$ cat src/rtl/actl_pkg.sv
package actl_pkg;

    typedef enum logic [2:0] {
        PH_IDLE,
        PH_ADDR,
        PH_SUB,
        PH_DATA,
        PH_SKIP
    } phase_e;

    localparam int unsigned BYTE_BITS = 8;

endpackage

$ cat src/rtl/actl_bus_sync.sv
module actl_bus_sync #(
    parameter int unsigned STAGES = 2
) (
    input  logic clk,
    input  logic rst_n,
    input  logic scl_i,
    input  logic sda_i,
    output logic scl_o,
    output logic sda_o,
    output logic scl_rise_o,
    output logic scl_fall_o,
    output logic start_o,
    output logic stop_o
);

    typedef struct packed {
        logic [STAGES-1:0] scl;
        logic [STAGES-1:0] sda;
        logic              scl_prev;
        logic              sda_prev;
    } sync_t;

    sync_t s_d, s_q;

    always_comb begin
        s_d          = s_q;
        s_d.scl      = {s_q.scl[STAGES-2:0], scl_i};
        s_d.sda      = {s_q.sda[STAGES-2:0], sda_i};
        s_d.scl_prev = s_q.scl[STAGES-1];
        s_d.sda_prev = s_q.sda[STAGES-1];
    end

    always_ff @(posedge clk or negedge rst_n) begin
        if (!rst_n) begin
            s_q <= '1;
        end else begin
            s_q <= s_d;
        end
    end

    assign scl_o      = s_q.scl[STAGES-1];
    assign sda_o      = s_q.sda[STAGES-1];
    assign scl_rise_o = scl_o & ~s_q.scl_prev;
    assign scl_fall_o = ~scl_o & s_q.scl_prev;
    assign start_o    = scl_o & s_q.scl_prev & s_q.sda_prev & ~sda_o;
    assign stop_o     = scl_o & s_q.scl_prev & ~s_q.sda_prev & sda_o;

endmodule

$ cat src/rtl/actl_link_fsm.sv
module actl_link_fsm
    import actl_pkg::*;
#(
    parameter logic [7:0]  DEV_ADDR = 8'h88,
    parameter int unsigned NUM_REGS = 8,
    parameter int unsigned SUB_W    = 4,
    parameter int unsigned INC_BIT  = 4,
    localparam int unsigned IDX_W   = $clog2(NUM_REGS)
) (
    input  logic             clk,
    input  logic             rst_n,
    input  logic             scl_s,
    input  logic             sda_s,
    input  logic             scl_rise,
    input  logic             scl_fall,
    input  logic             start_det,
    input  logic             stop_det,
    output logic             ack_o,
    output logic             wr_en_o,
    output logic [IDX_W-1:0] wr_addr_o,
    output logic [7:0]       wr_data_o
);

    localparam logic [3:0]       BITS_FULL = 4'(BYTE_BITS);
    localparam logic [SUB_W:0]   REAL_LIM  = (SUB_W+1)'(NUM_REGS);

    typedef struct packed {
        phase_e             phase;
        logic [3:0]         bit_cnt;
        logic [7:0]         shreg;
        logic               in_ack;
        logic               ack;
        logic [SUB_W-1:0]   ptr;
        logic               inc;
        logic               wr_en;
        logic [IDX_W-1:0]   wr_addr;
        logic [7:0]         wr_data;
    } link_t;

    link_t l_d, l_q;

    always_comb begin
        l_d       = l_q;
        l_d.wr_en = 1'b0;
        if (start_det) begin
            l_d.phase   = PH_ADDR;
            l_d.bit_cnt = '0;
            l_d.in_ack  = 1'b0;
            l_d.ack     = 1'b0;
        end else if (stop_det) begin
            l_d.phase   = PH_IDLE;
            l_d.bit_cnt = '0;
            l_d.in_ack  = 1'b0;
            l_d.ack     = 1'b0;
        end else if (l_q.phase != PH_IDLE && l_q.phase != PH_SKIP) begin
            if (l_q.in_ack) begin
                if (scl_fall) begin
                    l_d.in_ack  = 1'b0;
                    l_d.ack     = 1'b0;
                    l_d.bit_cnt = '0;
                end
            end else if (scl_rise && l_q.bit_cnt != BITS_FULL) begin
                l_d.shreg   = {l_q.shreg[6:0], sda_s};
                l_d.bit_cnt = l_q.bit_cnt + 4'd1;
            end else if (scl_fall && l_q.bit_cnt == BITS_FULL) begin
                l_d.in_ack = 1'b1;
                l_d.ack    = 1'b1;
                case (l_q.phase)
                    PH_ADDR: begin
                        if (l_q.shreg == DEV_ADDR) begin
                            l_d.phase = PH_SUB;
                        end else begin
                            l_d.phase  = PH_SKIP;
                            l_d.in_ack = 1'b0;
                            l_d.ack    = 1'b0;
                        end
                    end
                    PH_SUB: begin
                        l_d.ptr   = l_q.shreg[SUB_W-1:0];
                        l_d.inc   = l_q.shreg[INC_BIT];
                        l_d.phase = PH_DATA;
                    end
                    PH_DATA: begin
                        if ({1'b0, l_q.ptr} < REAL_LIM) begin
                            l_d.wr_en   = 1'b1;
                            l_d.wr_addr = l_q.ptr[IDX_W-1:0];
                            l_d.wr_data = l_q.shreg;
                        end
                        if (l_q.inc) begin
                            l_d.ptr = l_q.ptr + 1'b1;
                        end
                    end
                    default: ;
                endcase
            end
        end
    end

    always_ff @(posedge clk or negedge rst_n) begin
        if (!rst_n) begin
            l_q         <= '0;
            l_q.phase   <= PH_IDLE;
        end else begin
            l_q <= l_d;
        end
    end

    assign ack_o     = l_q.ack;
    assign wr_en_o   = l_q.wr_en;
    assign wr_addr_o = l_q.wr_addr;
    assign wr_data_o = l_q.wr_data;

    // acknowledge starts only after a synchronized SCL fall, with SCL low
    p_ack_rise_r12: assert property (@(posedge clk) disable iff (!rst_n)
        $rose(l_q.ack) |-> ($past(scl_fall) && !scl_s));

    // acknowledge ends on SCL fall, START or STOP
    p_ack_drop_r12: assert property (@(posedge clk) disable iff (!rst_n)
        $fell(l_q.ack) |-> $past(scl_fall || start_det || stop_det));

    // a rejected transfer never acknowledges
    p_skip_silent_r3: assert property (@(posedge clk) disable iff (!rst_n)
        (l_q.phase == PH_SKIP) |-> !l_q.ack);

    // a START always resets to address reception
    p_restart_r11: assert property (@(posedge clk) disable iff (!rst_n)
        start_det |=> (l_q.phase == PH_ADDR && l_q.bit_cnt == 4'd0));

endmodule

$ cat src/rtl/actl_reg_bank.sv
module actl_reg_bank #(
    parameter int unsigned NUM_REGS  = 8,
    parameter int unsigned REG_W     = 8,
    parameter logic [7:0]  RESET_VAL = 8'hFE,
    parameter int unsigned BASS_IDX  = 5,
    parameter int unsigned BASS_MSB  = 7,
    parameter int unsigned ALC_IDX   = 7,
    parameter int unsigned ALC_BIT   = 0,
    localparam int unsigned IDX_W    = $clog2(NUM_REGS)
) (
    input  logic                      clk,
    input  logic                      rst_n,
    input  logic                      wr_en,
    input  logic [IDX_W-1:0]          wr_addr,
    input  logic [REG_W-1:0]          wr_data,
    output logic [NUM_REGS*REG_W-1:0] regs_o
);

    localparam logic [IDX_W-1:0] BASS_SEL = IDX_W'(BASS_IDX);

    logic [REG_W-1:0] regs_d [NUM_REGS];
    logic [REG_W-1:0] regs_q [NUM_REGS];

    always_comb begin
        for (int i = 0; i < NUM_REGS; i++) begin
            regs_d[i] = regs_q[i];
        end
        if (wr_en) begin
            regs_d[wr_addr] = wr_data;
            if (wr_addr == BASS_SEL && !wr_data[BASS_MSB]) begin
                regs_d[ALC_IDX][ALC_BIT] = 1'b0;
            end
        end
    end

    always_ff @(posedge clk or negedge rst_n) begin
        if (!rst_n) begin
            for (int i = 0; i < NUM_REGS; i++) begin
                regs_q[i] <= REG_W'(RESET_VAL);
            end
        end else begin
            for (int i = 0; i < NUM_REGS; i++) begin
                regs_q[i] <= regs_d[i];
            end
        end
    end

    for (genvar g = 0; g < NUM_REGS; g++) begin : g_flat
        assign regs_o[g*REG_W +: REG_W] = regs_q[g];
    end

    // a cut-range bass write leaves the ALC enable cleared
    p_bass_cut_r10: assert property (@(posedge clk) disable iff (!rst_n)
        (wr_en && wr_addr == BASS_SEL && !wr_data[BASS_MSB]) |=> !regs_q[ALC_IDX][ALC_BIT]);

    // a boost-range bass write leaves the ALC register as it was
    p_bass_boost_r10: assert property (@(posedge clk) disable iff (!rst_n)
        (wr_en && wr_addr == BASS_SEL && wr_data[BASS_MSB]) |=> $stable(regs_q[ALC_IDX]));

    // with no write strobe, register 0 holds its value
    p_hold_r8: assert property (@(posedge clk) disable iff (!rst_n)
        !wr_en |=> $stable(regs_q[0]));

endmodule

$ cat src/rtl/audio_ctrl_regs.sv
module audio_ctrl_regs #(
    parameter logic [7:0]  DEV_ADDR    = 8'h88,
    parameter int unsigned NUM_REGS    = 8,
    parameter int unsigned REG_W       = 8,
    parameter int unsigned SUB_W       = 4,
    parameter int unsigned SYNC_STAGES = 2,
    parameter logic [7:0]  RESET_VAL   = 8'hFE
) (
    input  logic                      clk,
    input  logic                      rst_n,
    input  logic                      scl_i,
    input  logic                      sda_i,
    output logic                      sda_pull_o,
    output logic [NUM_REGS*REG_W-1:0] regs_o
);

    localparam int unsigned IDX_W = $clog2(NUM_REGS);

    logic             scl_s, sda_s, scl_rise, scl_fall, start_det, stop_det;
    logic             wr_en;
    logic [IDX_W-1:0] wr_addr;
    logic [7:0]       wr_data;

    actl_bus_sync #(
        .STAGES (SYNC_STAGES)
    ) u_sync (
        .clk        (clk),
        .rst_n      (rst_n),
        .scl_i      (scl_i),
        .sda_i      (sda_i),
        .scl_o      (scl_s),
        .sda_o      (sda_s),
        .scl_rise_o (scl_rise),
        .scl_fall_o (scl_fall),
        .start_o    (start_det),
        .stop_o     (stop_det)
    );

    actl_link_fsm #(
        .DEV_ADDR (DEV_ADDR),
        .NUM_REGS (NUM_REGS),
        .SUB_W    (SUB_W),
        .INC_BIT  (SUB_W)
    ) u_link (
        .clk       (clk),
        .rst_n     (rst_n),
        .scl_s     (scl_s),
        .sda_s     (sda_s),
        .scl_rise  (scl_rise),
        .scl_fall  (scl_fall),
        .start_det (start_det),
        .stop_det  (stop_det),
        .ack_o     (sda_pull_o),
        .wr_en_o   (wr_en),
        .wr_addr_o (wr_addr),
        .wr_data_o (wr_data)
    );

    actl_reg_bank #(
        .NUM_REGS  (NUM_REGS),
        .REG_W     (REG_W),
        .RESET_VAL (RESET_VAL)
    ) u_bank (
        .clk     (clk),
        .rst_n   (rst_n),
        .wr_en   (wr_en),
        .wr_addr (wr_addr),
        .wr_data (wr_data[REG_W-1:0]),
        .regs_o  (regs_o)
    );

    // the pull-down never turns on while synchronized SCL is high
    p_pull_low_scl_r12: assert property (@(posedge clk) disable iff (!rst_n)
        $rose(sda_pull_o) |-> !scl_s);

endmodule

$ cat config.mk
export PLATFORM = sky130hd
export DESIGN_NAME = audio_ctrl_regs
export DESIGN_NICKNAME = d
export VERILOG_FILES = /design/src/rtl/actl_pkg.sv /design/src/rtl/actl_bus_sync.sv /design/src/rtl/actl_link_fsm.sv /design/src/rtl/actl_reg_bank.sv /design/src/rtl/audio_ctrl_regs.sv
export SDC_FILE = /design/constraint.sdc
export NUM_CORES = 1
export LEC_CHECK = 0
export BUFFER_PORTS_ARGS = -buffer_cell sky130_fd_sc_hd__buf_2
export CORE_MARGIN = 2
export CORE_UTILIZATION = 56
export CTS_CLUSTER_DIAMETER = 30
export CTS_CLUSTER_SIZE = 24
export DETAILED_ROUTE_END_ITERATION = 6
export PLACE_DENSITY = 0.79
export SLEW_MARGIN = 20
export SYNTH_ARGS = -nofsm -noshare
export SYNTH_HDL_FRONTEND = slang
export SYNTH_HIERARCHICAL = 1
export SYNTH_SLANG_ARGS = --single-unit
$ cat constraint.sdc
create_clock -name clk -period 2.6 [get_ports clk]
set_input_delay 0.52 -clock clk [delete_from_list [all_inputs] [get_ports clk]]
set_output_delay 0.52 -clock clk [all_outputs]
set_load 0.01 [all_outputs]
# ---- Word level (Yosys, flattened, before mapping)
# Index checks and enable logic that the tools add are counted.
dict set report word_totals {
  regBits 104
  elab_cells 108
  out_inout_bits 65
  inputBits 4
}
dict set report op_classes {
  bitwise_logic 16
  eq_ne 13
  n_reduce_logical 20
  muxes 32
  magnitude_cmp 3
  add_sub_neg 2
}
# cell count
set op_table {}
lappend op_table {{bitwise mux 64 bit} 1}
lappend op_table {{two-way mux 12 bit} 5}
lappend op_table {{two-way mux 19 bit} 2}
lappend op_table {{two-way mux 34 bit} 1}
lappend op_table {{demux 8 bit (select 3 bit)} 1}
lappend op_table {{two-way mux 17 bit} 1}
lappend op_table {{two-way mux 8 bit} 2}
lappend op_table {{AND reduction 8 bit} 2}
lappend op_table {{two-way mux 7 bit} 2}
lappend op_table {{two-way mux 2 bit} 6}
lappend op_table {{two-way mux 3 bit} 4}
lappend op_table {{two-way mux 4 bit} 3}
lappend op_table {{nonzero test 4 bit} 3}
lappend op_table {{AND reduction 5 bit} 2}
lappend op_table {{inequality test 3 bit, second input constant} 3}
lappend op_table {{nonzero test 3 bit} 3}
lappend op_table {{adder 4 x 1 -> 4 bit, second input constant} 2}
lappend op_table {{== test 8 bit, second input constant} 1}
lappend op_table {{inequality test 4 x 3 -> 1 bit, second input constant} 2}
lappend op_table {{NOT 1 bit} 8}
lappend op_table {{one-hot mux 4 bit (2 select lines)} 1}
lappend op_table {{bitwise AND 1 bit} 7}
lappend op_table {{AND reduction 7 bit} 1}
lappend op_table {{== test 3 x 2 -> 1 bit, second input constant} 2}
lappend op_table {{other kinds (16)} 21}

# ---- Logic depth before layout (Yosys ltp)
# Gate-level depths: netlist of the first run.
dict set report depth {
  word_depth 9
  ltp_mapped 7
  mapped_depth_nobuf 6
}

# ---- Modules after synthesis
# The synthesis of the first run kept the hierarchy.
# mod area_per_inst_um2 seq_area_each_um2 instances cells_per_inst
set modules_own_cells {}
lappend modules_own_cells {actl_reg_bank 2541.2 1671.6 1 147}
lappend modules_own_cells {actl_link_fsm 1704.1 850.8 1 142}
lappend modules_own_cells {actl_bus_sync 190.2 157.7 1 10}

# ---- Worst setup path before layout of the first run
# No wires, ideal clock.
dict set report synth_timing {
  path_kind {register -> register}
  start {register u_sync/s_q[1] (netlist bit)}
  end {register u_link/l_q[13] (netlist bit)}
  arrival_ns 1.877
  required_ns 2.475
  path_stages_with_launch 5
  synth_period_minus_slack_ns 2.002
  setup_ns 0.125
  path_slack_ns 0.598
  path_buffers 0
  cell_sequence {dfstp_2 > nor2b_1 > or3b_4 > a2111oi_4 > mux2_4}
}
dict set report synth_via {
  elab_cells_between_ends 14
  classes_between {bitwise: 11; reduce/logical: 3}
}
# item line
set synth_rtl {}
lappend synth_rtl {{start, declared} actl_bus_sync.sv:23} ;# sync_t s_d, s_q;
lappend synth_rtl {{start signal, assigned} actl_bus_sync.sv:35} ;# s_q <= '1;
lappend synth_rtl {{start signal, assigned} actl_bus_sync.sv:37} ;# s_q <= s_d;
lappend synth_rtl {{bitwise AND 1 bit} actl_bus_sync.sv:44} ;# assign scl_fall_o = ~scl_o & s_q.scl_prev;
lappend synth_rtl {{net scl_fall} audio_ctrl_regs.sv:19} ;# logic scl_s, sda_s, scl_rise, scl_fall, start_det, stop_det;
lappend synth_rtl {{logical AND 1 bit} actl_link_fsm.sv:65} ;# end else if (scl_fall && l_q.bit_cnt == BITS_FULL) begin
lappend synth_rtl {{AND reduction 8 bit (no source line)} -}
lappend synth_rtl {{end signal, assigned} actl_link_fsm.sv:104} ;# l_q <= l_d;
lappend synth_rtl {{end, declared} actl_link_fsm.sv:40} ;# link_t l_d, l_q;
# The timed path passes the listed nets, and every way through them passes these cells.
# A chain may end at the register's enable or synchronous reset.

# ---- Final worst setup path of the first run
# Same ends and word-level chain as after synthesis.

==> impl_metrics.env, run 1 <==
export IMPL_status="complete, no violations"
export IMPL_synth_top_area_frac=0.367
export IMPL_post_route_min_period_ns=2.13
export IMPL_setup_tns_ns=0
export IMPL_synth_simple_area_share=0.0903
export IMPL_setup_viol=0
export IMPL_drcViolationCount=0
export IMPL_finalCritPeriodShare=0.821
export IMPL_synth_top_family_by_area="multiplexers"
export IMPL_fill_cells=609
export IMPL_r2r_end="u_link/l_q[13]"
export IMPL_die_area_um2=8650
export IMPL_worst_pin_slew_ns=0.692
export IMPL_r2r_setup_slack_ns=0.47
export IMPL_grt_pass1_wl_um=12900
export IMPL_grt_pass1_vias=2481
export IMPL_area_growth_pct=12.4
export IMPL_yosys_cell_types_count=49
export IMPL_clock_path_buffers=2
export IMPL_synth_mux_area_frac=0.218
export IMPL_gp_congestion=0.803
export IMPL_place_inst=453
export IMPL_synthesis_area_um2=4440
export IMPL_htreeDepth=3
export IMPL_r2r_start="u_sync/s_q[1]"
export IMPL_grt_overflow=0
export IMPL_synth_avg_cell_area_um2=14.8
export IMPL_routed_wl_um=7940
export IMPL_clock_tree_root_cell="clkbuf_8"
export IMPL_cp_start_kind="flip-flop"
export IMPL_yosys_area_top_type="dfstp_2"
export IMPL_synthFlopType="dfstp_2"
export IMPL_fin_skew_ns=0.0129
export IMPL_insertedDiodeCount=0
export IMPL_grt_max_degree=45
export IMPL_seq_area_frac_synth=0.604
export IMPL_insertion_delay_ns=0.36
export IMPL_required_ns=2.85
export IMPL_synth_fa_ha_area_frac=0.00846
export IMPL_die_h_um=93.0
export IMPL_synth_compound_area_frac=0.0423
export IMPL_via_per_inst=5.49
export IMPL_pre_cts_ws_ns=0.479
export IMPL_relSlewSlack=0.536
export IMPL_syn_inst=299
export IMPL_layout_cells_non_filler=469
export IMPL_endpoint_kind="flip-flop"
export IMPL_max_freq_mhz=468
export IMPL_power_density_nw_per_um2=580
export IMPL_drive_gt1_frac=0.668
export IMPL_worst_path_max_fanout=7
export IMPL_drt_iter0_markers=83
export IMPL_async_flop_share=1.00
export IMPL_final_hold_viol_count=0
export IMPL_port_buffer_count=68
export IMPL_drv_cap=0
export IMPL_setup_slack_ns=0.465
export IMPL_antenna_found_initial=0
export IMPL_ir_drop_mv=0.514
export IMPL_hpwlAfterDp_um=5700
export IMPL_grt_usage=0.195
export IMPL_ctsResizeCount=0
export IMPL_timing_final_max_slew_violations=0
export IMPL_rsz0062_at_grt="false"
export IMPL_worstSetupPathType="flip-flop to flip-flop"
export IMPL_hp_class="input port to async pin"
export IMPL_ioPinCount=69
export IMPL_ys_ff_latch=104
export IMPL_coreArea_um2=7690
export IMPL_r2r_cells=4
export IMPL_die_width_um=93.0
export IMPL_crit_arrival_ns=2.38
export IMPL_wl_per_cell_um=16.9
export IMPL_post_cts_buffers=0
export IMPL_cts_tree="done"
export IMPL_cts_buffers=9
export IMPL_cts_sinks=104
export IMPL_cts_hold_buffers=0
export IMPL_nets=369
export IMPL_synth_edf_count=0
export IMPL_rows=32
export IMPL_synth_xor_area_frac=0
export IMPL_via_count=2574
export IMPL_clk_pin_slew_worst_paths_ns=0.10
export IMPL_ys_warnings_count=6
export IMPL_ys_top_cells_by_area="dfstp_2, dfrtp_1, mux2_2"
export IMPL_syn_num_nets=306
export IMPL_route_antenna_remaining_nets=0
export IMPL_drtPass1Iterations=4
export IMPL_start_util=0.577
export IMPL_power_leakage_nw=2.43
report_power, final:
| part | total [W] | internal (W) | switching, W |
|---|---|---|---|
| sequential | 0.00178 | 0.00169 | 0.0000901 |
| clock | 0.000926 | 0.000367 | 0.000559 |
| combinational | 0.000183 | 0.0000913 | 0.0000919 |
synth_stat cells, types with 2 or more instances:
master    instances
inv_1             6
nor2_1            9
dfstp_2          62
buf_6             2
a21oi_1          10
a31oi_1           2
nand4_1           2
nor2b_1           2
o21ai_0           6
buf_4            14
o32ai_1           2
nor3b_4           2
ha_1              3
and4b_1           3
buf_2             2
or2_2             3
nor3b_1           2
mux2i_1           5
mux2_2           80
nand4b_1          2
nand3_1           2
nand2_1          10
dfrtp_1          42
registers in the layout, indices dropped and copies added, names as in the netlist:
register	flops
u_sync/s_d	2
u_sync/sda_o	1
u_sync/scl_o	1
u_bank/regs_o	64
u_link/wr_addr_o	3
u_link/wr_en_o	1
u_sync/s_q	2
u_link/ack_o	1
u_link/wr_data_o	8
u_link/l_q	21
per-layer routing:
layer  wire, um  global-route usage
met4         87              0.0772
met5          0                   0
met1       3710               0.277
met2       3860               0.306
met3        285              0.0282
through the flow:
step / power, W / hold slack [ns] / area (um^2) / util
after CTS: 0.00294 / 0.140 / 4980 / 0.648
after global placement: 0.00198 / 0.348 / 4800 / 0.624
after detailed placement: 0.00200 / 0.349 / 4800 / 0.624
final: 0.00289 / 0.141 / 4980 / 0.648
after floorplan: 0.00191 / 0.224 / 4440 / -
after global routing: 0.00303 / 0.164 / 4980 / 0.648
worst max-delay path: stages (launching register included):
cell and delay (ns):
dfstp_2 0.55, nor2b_1 0.22, or3b_4 0.43, a2111oi_4 0.48
mux2_4 0.34
placed cells by master, fill, tap and decap left out, types with 3 or more instances in the layout:
| cell | n |
|---|---|
| or2_2 | 3 |
| and4b_1 | 3 |
| ha_1 | 3 |
| nor2_1 | 9 |
| dfstp_2 | 62 |
| buf_2 | 67 |
| o21ai_0 | 6 |
| dfrtp_1 | 42 |
| a21oi_1 | 10 |
| buf_4 | 3 |
| mux2_2 | 80 |
| inv_6 | 3 |
| clkbuf_8 | 9 |
| mux2i_1 | 5 |
| inv_1 | 6 |
| nand2_1 | 10 |
final cells by class:
cell class	count	area [um^2]	share of cell area
Inverter	6	22.5	0.00452
Clock buffer	9	124	0.0249
Multi-Input combinational cell	170	1590	0.319
Clock inverter	7	60.1	0.0121
Sequential cell	104	2680	0.538
Timing Repair Buffer	71	378	0.0758
Tap cell	102	128	0.0256
cell families after synthesis:
family | Yosys count
DFF | 104
muxes | 86
and+or+nand+nor | 54
AOI/OAI and AO/OA | 27
buffers and inverters | 25
adders and majority gates | 3
worst max-delay path by stage:
stage	start	endpoint	cells after the start
floorplan	u_sync/s_q[1]	u_link/l_q[13]	4
global placement	u_sync/s_q[1]	u_link/l_q[13]	4
detailed placement	u_sync/s_q[1]	u_link/l_q[13]	4
CTS	u_sync/s_q[1]	u_link/l_q[13]	4
global route	u_sync/s_q[1]	u_link/l_q[13]	4
finish	u_sync/s_q[1]	u_link/l_q[13]	4
(Power assumes the default switching activity.)
==> inputs of run 2 (changes only) <==
ABC_AREA = 1   (was unset)
CORE_UTILIZATION = 57   (was 56)
PLACE_DENSITY = 0.8   (was 0.79)
clock period = 2.1 ns   (was 2.6 ns; I/O delays follow)
==> impl_metrics.env, run 2 <==
export IMPL_status="complete, no violations"
export IMPL_endpoint_kind="flip-flop"
export IMPL_via_count=3364
export IMPL_synth_most_common_cell="nand2_1"
export IMPL_cp_start_kind="flip-flop"
export IMPL_syn_inst=480
export IMPL_ys_warnings_count=6
export IMPL_nets=546
export IMPL_r2r_setup_slack_ns=0.27
export IMPL_synth_avg_cell_area_um2=9.64
export IMPL_final_cell_mix="nand2_1, buf_2, dfstp_2, inv_1, dfrtp_1"
export IMPL_crit_arrival_ns=2.14
export IMPL_grt_pass1_vias=3153
export IMPL_path_cells="inv_1 > nand2_1 > nor2_1 > nor2_4 > nand2_4 > nor2_8 > nand3_4 > inv_1 > nand2_1 > nand2_1"
export IMPL_r2r_start="u_sync/sda_o"
export IMPL_hpwlAfterDp_um=6280
export IMPL_max_freq_mhz=546
export IMPL_async_flop_share=1.00
export IMPL_grt_pass1_wl_um=15000
export IMPL_clk_pin_slew_worst_paths_ns=0.10
export IMPL_hp_class="input port to async pin"
export IMPL_pre_cts_ws_ns=0.277
export IMPL_grt_max_degree=105
export IMPL_drive_gt1_frac=0.375
export IMPL_final_common_cell="nand2_1"
export IMPL_slowest_delay_ns=0.56
export IMPL_final_hold_viol_count=0
export IMPL_slowest_stage="dfstp_2"
export IMPL_ys_top_cells_by_area="dfstp_2, dfrtp_1, nand2_1"
export IMPL_cts_hold_buffers=0
export IMPL_coreArea_um2=7810
export IMPL_fill_cells=624
export IMPL_syn_num_nets=487
export IMPL_r2r_end="u_link/wr_addr_o[1]"
export IMPL_rsz0062_at_grt="false"
export IMPL_die_h_um=94.1
export IMPL_clock_tree_root_cell="clkbuf_8"
export IMPL_setup_slack_ns=0.268
export IMPL_path_depth=10
export IMPL_die_width_um=94.1
export IMPL_area_growth_pct=10.9
export IMPL_critical_path_top_delay_family="simple AND/OR/NAND/NOR gates"
export IMPL_relSlewSlack=0.648
export IMPL_ir_drop_mv=0.395
export IMPL_insertion_delay_ns=0.37
export IMPL_worst_path_max_fanout=21
export IMPL_finalCritPeriodShare=0.873
export IMPL_die_area_um2=8860
export IMPL_start_util=0.593
export IMPL_setup_tns_ns=0
export IMPL_cts_buffers=9
export IMPL_synth_top_cells_by_count="nand2_1, dfstp_2, inv_1"
export IMPL_via_per_inst=5.21
export IMPL_synthesis_area_um2=4630
export IMPL_multi_input_area_um2=1560
export IMPL_antenna_found_initial=0
export IMPL_ioPinCount=69
export IMPL_power_leakage_nw=2.45
export IMPL_worst_pin_slew_ns=0.528
export IMPL_seq_area_frac_synth=0.579
export IMPL_largest_reg_flops=64
export IMPL_synthFlopType="dfstp_2"
export IMPL_synth_edf_count=0
export IMPL_grt_usage=0.217
export IMPL_worstSetupPathType="flip-flop to flip-flop"
export IMPL_cts_tree="done"
export IMPL_cp_num_buf_inv=2
export IMPL_crit_top_cell="nand2_1"
export IMPL_grt_overflow=0
export IMPL_synth_top_area_frac=0.352
export IMPL_cts_sinks=104
export IMPL_ys_ff_latch=104
export IMPL_post_route_min_period_ns=1.83
export IMPL_gp_congestion=0.856
export IMPL_post_cts_buffers=0
export IMPL_drt_iter0_markers=168
export IMPL_drcViolationCount=0
export IMPL_fin_skew_ns=0.0162
export IMPL_drtPass1Iterations=6
export IMPL_timing_final_max_slew_violations=0
export IMPL_port_buffer_count=68
export IMPL_yosys_area_top_type="dfstp_2"
export IMPL_ctsResizeCount=0
export IMPL_wl_per_cell_um=14.1
export IMPL_power_density_nw_per_um2=730
export IMPL_routed_wl_um=9080
export IMPL_regArea_um2=2680
export IMPL_clock_path_buffers=2
export IMPL_route_antenna_remaining_nets=0
export IMPL_drv_cap=0
export IMPL_htreeDepth=3
export IMPL_setup_viol=0
export IMPL_required_ns=2.41
export IMPL_insertedDiodeCount=0
export IMPL_r2r_cells=10
export IMPL_yosys_cell_types_count=27
export IMPL_rows=32
-- run 2: power breakdown --
group / total [W] / leakage [nW] / internal, W / switching, W
logic: 0.000336 / 1.13 / 0.0000993 / 0.000237
registers: 0.00213 / 1.22 / 0.00208 / 0.0000514
clock network: 0.00128 / 0.103 / 0.000574 / 0.000709
total: 0.00375 / 2.45 / 0.00275 / 0.000997
-- run 2: stage by stage --
stage | cell area [um^2] | utilization | hold slack [ns] | power (W) | std cells
detailed placement | 4920 | 0.631 | 0.356 | 0.00250 | 630
floorplan | 4630 | - | 0.124 | 0.00239 | 480
CTS | 5130 | 0.657 | 0.123 | 0.00378 | 646
global route | 5130 | 0.657 | 0.123 | 0.00394 | 646
global placement | 4920 | 0.631 | 0.351 | 0.00249 | 630
finish | 5130 | 0.657 | 0.112 | 0.00375 | 646
-- run 2: final cells by class --
| type | instances | area share |
|---|---|---|
| multi-input cells | 304 | 0.304 |
| well taps | 102 | 0.0249 |
| flip-flops and latches | 104 | 0.522 |
| clock inverters | 7 | 0.0163 |
| inverters | 51 | 0.0378 |
| clock buffers | 9 | 0.0241 |
| repair buffers | 69 | 0.0707 |
-- run 2: kinds of logic after synthesis --
logic type | synth area share
AOI/OAI and AO/OA | 0.127
adders and majority gates | 0.00811
and+or+nand+nor | 0.202
DFF | 0.579
buffers and inverters | 0.0841
-- run 2: how the worst max path moves through the flow --
stage / from / end / slack [ns]
3_5_place_dp: u_sync/sda_o / u_link/wr_addr_o[1] / 0.28
5_1_grt: u_sync/sda_o / u_link/wr_addr_o[1] / 0.10
4_1_cts: u_sync/sda_o / u_link/wr_addr_o[1] / 0.25
3_3_place_gp: u_sync/sda_o / u_link/wr_addr_o[1] / 0.38
2_1_floorplan: u_sync/sda_o / u_link/wr_data_o[1] / 0.57
6_report: u_sync/sda_o / u_link/wr_addr_o[1] / 0.27
-- run 2: worst register-to-register path, stage by stage, from the launching register on --
cell and delay [ns]:
dfstp_2 0.56, inv_1 0.04, nand2_1 0.05, nor2_1 0.08, nor2_4 0.22, nand2_4 0.10, nor2_8 0.15, nand3_4 0.26
inv_1 0.18, nand2_1 0.08, nand2_1 0.06
-- run 2: routing by layer --
layer	up-vias	global-route usage	part of all wire
met1	1622	0.295	0.46
met4	0	0.0833	0.021
met3	16	0.0401	0.045
met5	-	0	0
li1	1639	-	-
met2	87	0.348	0.47
==> inputs of run 3 (changes only) <==
BUFFER_PORTS_ARGS = unset   (was -buffer_cell sky130_fd_sc_hd__buf_2)
DONT_BUFFER_PORTS = 1   (was unset)
PLACE_DENSITY = 0.72   (was 0.8)
==> impl_metrics.env, run 3 (synthesis gave the netlist of run 2 again) <==
export IMPL_via_count=3058
export IMPL_ioPinCount=69
export IMPL_drcViolationCount=0
export IMPL_wl_per_cell_um=15.0
export IMPL_area_growth_pct=2.51
export IMPL_cp_start_kind="flip-flop"
export IMPL_status="complete, but fails checks"
export IMPL_via_per_inst=5.30
export IMPL_grt_overflow=0
export IMPL_antenna_found_initial=0
export IMPL_power_density_nw_per_um2=758
export IMPL_insertion_delay_ns=0.37
export IMPL_post_route_min_period_ns=1.81
export IMPL_clock_path_buffers=2
export IMPL_grt_pass1_vias=2974
export IMPL_r2r_start="u_sync/sda_o"
export IMPL_worst_path_max_fanout=21
export IMPL_ir_drop_mv=0.354
export IMPL_max_freq_mhz=551
export IMPL_largest_reg_flops=64
export IMPL_critical_path_top_delay_family="simple AND/OR/NAND/NOR gates"
export IMPL_start_util=0.593
export IMPL_placed_area_um2=4560
export IMPL_slowest_stage="dfstp_2"
export IMPL_insertedDiodeCount=0
export IMPL_final_cell_mix="nand2_1, dfstp_2, inv_1, dfrtp_1"
export IMPL_startpoint="u_sync/sda_o"
export IMPL_slowest_delay_ns=0.56
export IMPL_violations="hold timing"
export IMPL_setup_tns_ns=0
export IMPL_cp_num_buf_inv=2
export IMPL_die_area_um2=8860
export IMPL_clk_pin_slew_worst_paths_ns=0.11
export IMPL_multi_input_area_um2=1560
export IMPL_grt_pass1_wl_um=14400
export IMPL_rsz0062_at_grt="false"
export IMPL_worstSetupPathType="flip-flop to flip-flop"
export IMPL_endpoint_kind="flip-flop"
export IMPL_rows=32
export IMPL_fill_cells=663
export IMPL_timing_final_max_slew_violations=0
export IMPL_drv_cap=0
export IMPL_grt_max_degree=105
export IMPL_hpwlAfterDp_um=5860
export IMPL_nets=477
export IMPL_final_common_cell="nand2_1"
export IMPL_relSlewSlack=0.700
export IMPL_cts_buffers=9
export IMPL_worst_pin_slew_ns=0.449
export IMPL_route_antenna_remaining_nets=0
export IMPL_setup_viol=0
export IMPL_gp_congestion=0.818
export IMPL_crit_arrival_ns=2.12
export IMPL_hp_class="input port to async pin"
export IMPL_final_util=0.608
export IMPL_routed_wl_um=8640
export IMPL_cts_sinks=104
export IMPL_regArea_um2=2680
export IMPL_final_hold_viol_count=104
export IMPL_port_buffer_count=0
export IMPL_grt_usage=0.212
export IMPL_timing_hold_ws_ns=-0.275
export IMPL_required_ns=2.40
export IMPL_finalCritPeriodShare=0.864
export IMPL_power_leakage_nw=2.06
export IMPL_ctsResizeCount=0
export IMPL_die_h_um=94.1
export IMPL_power_w=0.00360
export IMPL_drtPass1Iterations=4
export IMPL_drive_gt1_frac=0.282
export IMPL_drt_iter0_markers=177
export IMPL_final_area_um2=4740
export IMPL_fin_skew_ns=0.0213
export IMPL_htreeDepth=3
export IMPL_coreArea_um2=7810
export IMPL_crit_top_cell="nand2_1"
export IMPL_clock_tree_root_cell="clkbuf_8"
export IMPL_cts_tree="done"
export IMPL_path_cells="inv_1 > nand2_1 > nor2_1 > nor2_4 > nand2_4 > nor2_8 > nand3_4 > inv_1 > nand2_1 > nand2_1"
export IMPL_die_width_um=94.1
[run 3: worst paths after layout]
| kind | slack (ns) | end | cells after the start |
|---|---|---|---|
| max | 0.29 | u_link/wr_data_o[7] | 10 |
| min | -0.28 | u_bank/regs_o[24] | 0 |
| max reg2reg | 0.29 | u_link/wr_data_o[7] | 10 |
| min reg2reg | 0.36 | u_sync/scl_o | 0 |
| max in group asynchronous | 2.16 | u_bank/regs_o[3] | 0 |
| min in group clk | 0.04 | u_sync/s_d[3] | 0 |
[run 3: worst register-to-register path: cells and delay by family, from the launching register on]
family / cells / cell delay, ns
DFF: 1 / 0.56
and+or+nand+nor: 8 / 0.97
buffers and inverters: 2 / 0.22
[run 3: final cells by class]
| class | count | share of cell area |
|---|---|---|
| Inverter | 51 | 0.0409 |
| Clock buffer | 10 | 0.0269 |
| Multi-Input combinational cell | 304 | 0.329 |
| Sequential cell | 104 | 0.565 |
| Tap cell | 102 | 0.0269 |
| Clock inverter | 6 | 0.0119 |
[run 3: power by group]
group / switching [W] / leakage (nW) / total, W / internal [W]
clock: 0.000714 / 0.0913 / 0.00117 / 0.000459
combinational: 0.000200 / 0.744 / 0.000294 / 0.0000935
sequential: 0.0000547 / 1.22 / 0.00213 / 0.00208
total: 0.000969 / 2.06 / 0.00360 / 0.00263
[run 3: routing by layer]
layer,up-vias,track usage,share of wire
met3,12,0.0546,0.063
met5,-,0,0
li1,1489,-,-
met2,78,0.333,0.48
met1,1479,0.271,0.43
met4,0,0.106,0.021
[run 3: through the flow]
stage | std cells | worst slack (ns)
2_1_floorplan | 480 | 0.566
3_3_place_gp | 561 | 0.382
3_5_place_dp | 561 | 0.298
4_1_cts | 577 | 0.275
5_1_grt | 577 | 0.117
6_report | 577 | 0.286
[run 3: repair_timing]
action | in CTS | in global routing
endpoints found under the setup margin | 0 | 0
setup buffers | 0 | 0
hold endpoints to repair | 104 | 104
